## config.mk

```make
export PLATFORM = sky130hd
export DESIGN_NAME = pwm_latched_timer
export DESIGN_NICKNAME = d
export VERILOG_FILES = /design/src/rtl/pwm_pkg.sv /design/src/rtl/pwm_prescaler.sv /design/src/rtl/pwm_match_bank.sv /design/src/rtl/pwm_edge_gen.sv /design/src/rtl/pwm_latched_timer.sv
export SDC_FILE = /design/constraint.sdc
export NUM_CORES = 1
export LEC_CHECK = 0
export ABC_CLOCK_PERIOD_IN_PS = 9000
export BUFFER_PORTS_ARGS = -buffer_cell sky130_fd_sc_hd__buf_2
export CAP_MARGIN = 20
export CORE_MARGIN = 4
export CORE_UTILIZATION = 45
export DETAILED_ROUTE_END_ITERATION = 6
export SLEW_MARGIN = 20
export SYNTH_ARGS = -nofsm -noshare
export SYNTH_HDL_FRONTEND = slang
export SYNTH_SLANG_ARGS = --single-unit
export TNS_END_PERCENT = 20
```

## constraint.sdc

```tcl
create_clock -name clk -period 9 [get_ports clk]
set_clock_uncertainty 0.15 [all_clocks]
set_input_delay 0.9 -clock clk [delete_from_list [all_inputs] [get_ports clk]]
set_output_delay 0.9 -clock clk [all_outputs]
set_load 0.05 [all_outputs]
```

## src/rtl/pwm_pkg.sv

```systemverilog
package pwm_pkg;

    typedef enum logic [3:0] {
        A_CTRL   = 4'd0,
        A_PRESC  = 4'd1,
        A_ACTION = 4'd2,
        A_LATCH  = 4'd3,
        A_FCLR   = 4'd4,
        A_MATCH0 = 4'd8
    } reg_addr_e;

    typedef struct packed {
        logic pwm_mode;
        logic cnt_rst;
        logic cnt_en;
    } ctrl_t;

    typedef struct packed {
        logic stop_on;
        logic rst_on;
        logic int_en;
    } mact_t;

endpackage

```

## src/rtl/pwm_prescaler.sv

```systemverilog
module pwm_prescaler #(
    parameter int TW = 32
) (
    input  logic          clk,
    input  logic          rst,
    input  logic          run,
    input  logic          clear,
    input  logic [TW-1:0] limit,
    output logic          tick
);
    logic [TW-1:0] pc_q;

    assign tick = run && (pc_q >= limit);

    always_ff @(posedge clk) begin
        if (rst || clear)
            pc_q <= '0;
        else if (run)
            pc_q <= tick ? '0 : pc_q + 1'b1;
    end
endmodule

```

## src/rtl/pwm_match_bank.sv

```systemverilog
module pwm_match_bank #(
    parameter int TW = 32,
    parameter int NM = 7,
    parameter int IW = 3
) (
    input  logic             clk,
    input  logic             rst,
    input  logic             direct,
    input  logic             wr_match,
    input  logic [IW-1:0]    wr_idx,
    input  logic [TW-1:0]    wr_data,
    input  logic             le_set_en,
    input  logic [NM-1:0]    le_set,
    input  logic             wrap,
    output logic [NM*TW-1:0] act_flat,
    output logic [NM-1:0]    le_o
);
    logic [NM-1:0] le_q;

    always_ff @(posedge clk) begin
        if (rst)
            le_q <= '0;
        else
            le_q <= (wrap ? '0 : le_q) | (le_set_en ? le_set : '0);
    end
    assign le_o = le_q;

    for (genvar i = 0; i < NM; i++) begin : g_slot
        logic [TW-1:0] shadow_q;
        logic [TW-1:0] act_q;
        logic          sel;
        assign sel = wr_match && (wr_idx == IW'(i));

        always_ff @(posedge clk) begin
            if (rst) begin
                shadow_q <= '0;
                act_q    <= '0;
            end else begin
                if (sel)
                    shadow_q <= wr_data;
                if (sel && direct)
                    act_q <= wr_data;
                else if (wrap && le_q[i])
                    act_q <= shadow_q;
            end
        end
        assign act_flat[i*TW +: TW] = act_q;
    end
endmodule

```

## src/rtl/pwm_edge_gen.sv

```systemverilog
module pwm_edge_gen #(
    parameter int NO = 6
) (
    input  logic          clk,
    input  logic          rst,
    input  logic          enable,
    input  logic          hold,
    input  logic          wrap,
    input  logic [NO-1:0] fall,
    output logic [NO-1:0] pwm_o
);
    for (genvar k = 0; k < NO; k++) begin : g_out
        always_ff @(posedge clk) begin
            if (rst || !enable)
                pwm_o[k] <= 1'b0;
            else if (hold || wrap)
                pwm_o[k] <= 1'b1;
            else if (fall[k])
                pwm_o[k] <= 1'b0;
        end
    end
endmodule

```

## src/rtl/pwm_latched_timer.sv

```systemverilog
module pwm_latched_timer
    import pwm_pkg::*;
#(
    parameter int TW        = 32,
    parameter int NUM_MATCH = 7
) (
    input  logic                 clk,
    input  logic                 rst,
    input  logic                 wr_en,
    input  logic [3:0]           wr_addr,
    input  logic [TW-1:0]        wr_data,
    output logic [TW-1:0]        count_o,
    output logic [NUM_MATCH-2:0] pwm_o,
    output logic [NUM_MATCH-1:0] match_flags_o,
    output logic                 irq_o
);
    localparam int NO = NUM_MATCH - 1;
    localparam int IW = $clog2(NUM_MATCH);
    localparam int AB = 3 * NUM_MATCH;

    ctrl_t                        ctrl_q;
    logic  [TW-1:0]               presc_q;
    logic  [TW-1:0]               count_q;
    mact_t [NUM_MATCH-1:0]        mact_q;
    logic  [NUM_MATCH-1:0]        flags_q;
    logic  [NUM_MATCH*TW-1:0]     act_flat;
    logic  [NUM_MATCH-1:0]        le_q;
    logic  [NUM_MATCH-1:0]        hit, rst_mask, stop_mask, int_mask;
    logic                         tick, wrap, stop_hit;
    logic                         wr_ctrl, wr_presc, wr_act, wr_latch, wr_fclr, wr_match;
    logic  [IW-1:0]               midx;
    logic                         pwm_mode_w, cnt_en_w, cnt_rst_w;

    assign wr_ctrl  = wr_en && (wr_addr == A_CTRL);
    assign wr_presc = wr_en && (wr_addr == A_PRESC);
    assign wr_act   = wr_en && (wr_addr == A_ACTION);
    assign wr_latch = wr_en && (wr_addr == A_LATCH);
    assign wr_fclr  = wr_en && (wr_addr == A_FCLR);
    assign midx     = wr_addr[IW-1:0];
    assign wr_match = wr_en && wr_addr[3] && (int'(midx) < NUM_MATCH);

    assign pwm_mode_w = ctrl_q.pwm_mode;
    assign cnt_en_w   = ctrl_q.cnt_en;
    assign cnt_rst_w  = ctrl_q.cnt_rst;

    pwm_prescaler #(.TW(TW)) u_presc (
        .clk   (clk),
        .rst   (rst),
        .run   (ctrl_q.cnt_en && !ctrl_q.cnt_rst),
        .clear (ctrl_q.cnt_rst),
        .limit (presc_q),
        .tick  (tick)
    );

    pwm_match_bank #(.TW(TW), .NM(NUM_MATCH), .IW(IW)) u_bank (
        .clk       (clk),
        .rst       (rst),
        .direct    (!ctrl_q.pwm_mode),
        .wr_match  (wr_match),
        .wr_idx    (midx),
        .wr_data   (wr_data),
        .le_set_en (wr_latch),
        .le_set    (wr_data[NUM_MATCH-1:0]),
        .wrap      (wrap),
        .act_flat  (act_flat),
        .le_o      (le_q)
    );

    for (genvar i = 0; i < NUM_MATCH; i++) begin : g_cmp
        assign hit[i]       = tick && (count_q == act_flat[i*TW +: TW]);
        assign rst_mask[i]  = mact_q[i].rst_on;
        assign stop_mask[i] = mact_q[i].stop_on;
        assign int_mask[i]  = mact_q[i].int_en;
    end

    assign wrap     = (ctrl_q.pwm_mode && hit[0]) || (|(hit & rst_mask));
    assign stop_hit = |(hit & stop_mask);

    pwm_edge_gen #(.NO(NO)) u_edges (
        .clk    (clk),
        .rst    (rst),
        .enable (ctrl_q.pwm_mode),
        .hold   (ctrl_q.cnt_rst),
        .wrap   (wrap),
        .fall   (hit[NUM_MATCH-1:1]),
        .pwm_o  (pwm_o)
    );

    always_ff @(posedge clk) begin
        if (rst) begin
            ctrl_q  <= '0;
            presc_q <= '0;
            mact_q  <= '0;
            flags_q <= '0;
            count_q <= '0;
        end else begin
            if (wr_ctrl)
                ctrl_q <= ctrl_t'(wr_data[2:0]);
            else if (stop_hit)
                ctrl_q.cnt_en <= 1'b0;
            if (wr_presc)
                presc_q <= wr_data;
            if (wr_act)
                mact_q <= wr_data[AB-1:0];
            flags_q <= (flags_q & ~(wr_fclr ? wr_data[NUM_MATCH-1:0] : '0))
                     | (hit & int_mask);
            if (ctrl_q.cnt_rst)
                count_q <= '0;
            else if (tick) begin
                if (wrap)
                    count_q <= '0;
                else if (!stop_hit)
                    count_q <= count_q + 1'b1;
            end
        end
    end

    assign count_o       = count_q;
    assign match_flags_o = flags_q;
    assign irq_o         = |flags_q;
endmodule

```

==> impl_metrics.csv <==
group,metric,value,unit
run_status,outcome,"finished clean",
finish,most-common-layout-cells,"613 x nand2_1, 588 x dfxtp_1, 331 x a21oi_1",
route,average_vias_per_placed_instance,6.02,
floorplan,core_area,0.0592,mm²
cts,htree_levels,3,
synth,synth.cell_area,0.0270,mm²
route,routed-wl-met3,10.1,mm
synth,ys_ff_latch,588,
synth,asyncSetResetFlopFracSynth,0,%
grt,grt_overflow,0,
cts,tritoncts.num_buffers,66,
cts,cts.path.max_buffers,3,
finish,multi_input_comb_area,0.0138,mm²
critical_path,slowest_library_cell_on_the_worst_path,"dfxtp_1",
pwr,switchingPower,1.41,mW
pwr,p_seq_share,46.7,%
grt,global_route_wire_length_before_repair,144,mm
hold_path,worst_hold_path_type,"reg2reg",
route,post-route-drc-count,0,
sta,worst_slew_pin_slew,1.12,ns
critical_path,timing.critical_path.fanout_max,21,
route,dr.pass1.iters,5,
cts,cts_hold_buffers,0,
finish,register_area,0.0118,mm²
route,drt-wirelength-per-cell,24.3,µm
finish,fillCellCount,5618,
floorplan,top_level_port_count,85,
floorplan,initial_utilization,45.6,%
sta,report.final.hold_viol_count,0,
route,drtAntennaViolNets,0,
finish,final_antenna_diode_count,0,
sta,timing.slew.headroom,25.4,%
critical_path,critical_path_sink,"u_bank.g_slot[6].act_q[21]",
sta,finalWorstPathRequiredPeriod,4.80,ns
grt,global_route.usage.total,29.6,%
critical_path,cp_top_family,"simple AND/OR/NAND/NOR gates",
finish,layout_commonest_cell,"nand2_1",
sta,max_freq,209,MHz
critical_path,timing.critical_path.depth,9,
pwr,ir_drop_worst_case_vdd,132,µV
pwr,p_per_area,194,mW/mm²
critical_path,crit_end_element,"flop",
pwr,p_comb_share,6.1,%
route,via_count,24200,
place,place.detailed.hpwl,64.0,mm
route,met2_length,42.3,mm
synth,synth-warning-count,0,
critical_path,register_to_register_setup_slack,4.20,ns
sta,period_share,53.3,%
synth,ys_dominant_reg_cell,"dfxtp_1",
pwr,internal_power,4.34,mW
critical_path,worst-path-buf-inv,1,
cts,cts_setup_buffers,0,
finish,finalNetCount,3276,
cts,cts.sinks,588,
pwr,p_leak,11.8,nW
sta,final-max-slew-violation-count,0,
pwr,share_clk_of_total_power,47.2,%
sta,final-setup-viol-count,0,
finish,finish.utilization,50.0,%
place,gp_routability_congestion,1.08,
floorplan,die_x,253,µm
sta,totalNegativeSetupSlack,0,ns
critical_path,cp.arrival,5.15,ns
finish,drive_above_1_share,7.67,%
synth,post_synth.cell_area_avg,8.12,µm²
hold_path,hold-path-cell-count,2,
cts,cts_resized,0,
critical_path,worstReg2RegEnd,"u_bank.g_slot[6].act_q[21]",
synth,ys_seq_area_share,43.6,%
cts,tritoncts,"done",
critical_path,setup.worst_path.class,"reg2reg",
critical_path,timing.critical_path.from,"count_o[8]",
finish,syn_to_final_growth,9.68,%
synth,synthesis.instances,3325,
synth,yosysUniqueCellTypes,51,
flow_run,maxCapViolations,0,
route,top_routing_layer_used,"met4",
cts,worst_setup_hold_path_clk_slew,0.06,ns
grt,grt_start_max_net_pins,179,
synth,mappedNetlistNets,3398,
route,route.final.wire_length,97.7,mm
critical_path,r2r.worst_path.cells,9,
critical_path,reg2reg_start,"count_o[8]",
sta,rsz0062_at_grt,"false",
critical_path,cp_cell_sequence,"xnor2_1 > nand4_1 > nor4_1 > and3_1 > a2111o_1 > nand3_2 > buf_12 > mux2i_1 > a211oi_1",
cts,cts_root_buf,"clkbuf_16",
place,io_buffer_count,84,
critical_path,cp.required,9.36,ns
route,initialDrtViolationCount,2886,
critical_path,critPathLaunchType,"flop",
critical_path,critical-path-max-stage-delay,1.04,ns
synth,synth_edf_count,0,
route,wl_met1,41.5,mm
grt,vias_in_the_first_global_route,21900,
grt,initial_antenna_violation_count,0,
cts,clock_latency,0.62,ns
floorplan,rows,89,
floorplan,die_area,0.0640,mm²
floorplan,die_h,253,µm
pwr,swShare,24.5,%
[power by group through the flow]
stage	clock network (mW)	registers, mW	logic, mW
3_5_place_dp	0	2.74	0.339
2_1_floorplan	0	2.72	0.215
6_report	2.72	2.69	0.349
5_1_grt	2.84	2.69	0.369
4_1_cts	2.74	2.69	0.341
3_3_place_gp	0	2.74	0.333
[worst min-delay path by stage]
stage                                             start                             to
after floorplan                              mact_q[11]                     mact_q[11]
after global placement    u_bank.g_slot[4].shadow_q[24]  u_bank.g_slot[4].shadow_q[24]
after detailed placement  u_bank.g_slot[3].shadow_q[20]  u_bank.g_slot[3].shadow_q[20]
after CTS                 u_bank.g_slot[3].shadow_q[20]  u_bank.g_slot[3].shadow_q[20]
after global routing                        presc_q[28]                    presc_q[28]
final                                  u_edges.pwm_o[4]               u_edges.pwm_o[4]
[synth_stat cells, types with 2 or more instances]
master	number	area share, %
a2111o_1	2	0.083
a211oi_1	163	4.5
a21o_1	4	0.11
a21oi_1	332	6.2
a22oi_1	10	0.28
a31oi_1	4	0.093
a32oi_1	7	0.23
a41oi_1	6	0.19
and2_1	8	0.19
and3_1	25	0.58
and4_1	6	0.19
buf_1	28	0.39
buf_2	29	0.54
buf_4	28	0.78
buf_6	4	0.17
clkbuf_1	225	3.1
dfxtp_1	588	44
ha_1	34	1.6
inv_1	39	0.54
mux2i_1	162	6.0
nand2_1	613	8.5
nand2b_1	8	0.19
nand3_1	36	0.67
nand4_1	64	1.5
nor2_1	308	4.3
nor2b_1	4	0.093
nor3_1	142	2.6
nor4_1	104	2.4
o211ai_1	2	0.056
o21ai_0	30	0.56
o22ai_1	2	0.046
o31ai_1	2	0.056
or2_2	5	0.12
or3_1	20	0.46
or3b_1	9	0.29
or4_1	4	0.11
xnor2_1	140	4.5
xor2_1	115	3.7
[layout make-up]
cell class | instances | area share [%]
clock inverter | 17 | 0.798
timing repair buffer | 124 | 2.59
inverter | 39 | 0.494
clock buffer | 94 | 6.42
multi-input combinational | 2384 | 46.7
tap | 773 | 3.27
sequential | 588 | 39.7
[per-layer routing]
layer  vias up  global-route usage (%)
met5         -                       0
met4         0                    11.3
met3       215                    7.15
met2      1208                    44.5
met1     11600                    41.2
li1      11100                       -
[sequential cells by signal, summed over array words and instances (netlist names)]
register / cells
u_bank.g_slot.act_q: 224
u_bank.g_slot.shadow_q: 224
count_o: 32
presc_q: 32
u_presc.pc_q: 32
mact_q: 14
int_mask: 7
match_flags_o: 7
u_bank.le_o: 7
u_edges.pwm_o: 6
cnt_en_w: 1
cnt_rst_w: 1
pwm_mode_w: 1
[stage by stage]
stage / hold WS (ns) / worst slack [ns] / cells / area [µm²] / power [mW]
floorplan: 0.282 / 5.72 / 3325 / 27000 / 2.94
global placement: 0.291 / 4.18 / 3906 / 27400 / 3.07
detailed placement: 0.296 / 4.49 / 3908 / 27500 / 3.08
CTS: 0.304 / 4.44 / 4019 / 29600 / 5.77
global route: 0.318 / 4.06 / 4019 / 29600 / 5.89
finish: 0.302 / 4.20 / 4019 / 29600 / 5.75
[worst reg2reg max path, cell delays in order (launching register included)]
cell and delay, ns:
dfxtp_1 1.04, xnor2_1 0.37, nand4_1 0.22, nor4_1 0.76, and3_1 0.29, a2111o_1 0.54
nand3_2 0.53, buf_12 0.37, mux2i_1 0.15, a211oi_1 0.27
[logic make-up after synthesis]
family,Yosys count,share of synthesized area [%]
AND/OR/NAND/NOR,1363,22.4
flip-flops,588,43.6
AO/OA/AOI/OAI,569,12.5
buffers and inverters,353,5.54
XOR/XNOR,255,8.27
multiplexers,163,6.05
adder cells (fa/ha/maj),34,1.58
No activity file was read; power rests on OpenSTA's default activity.
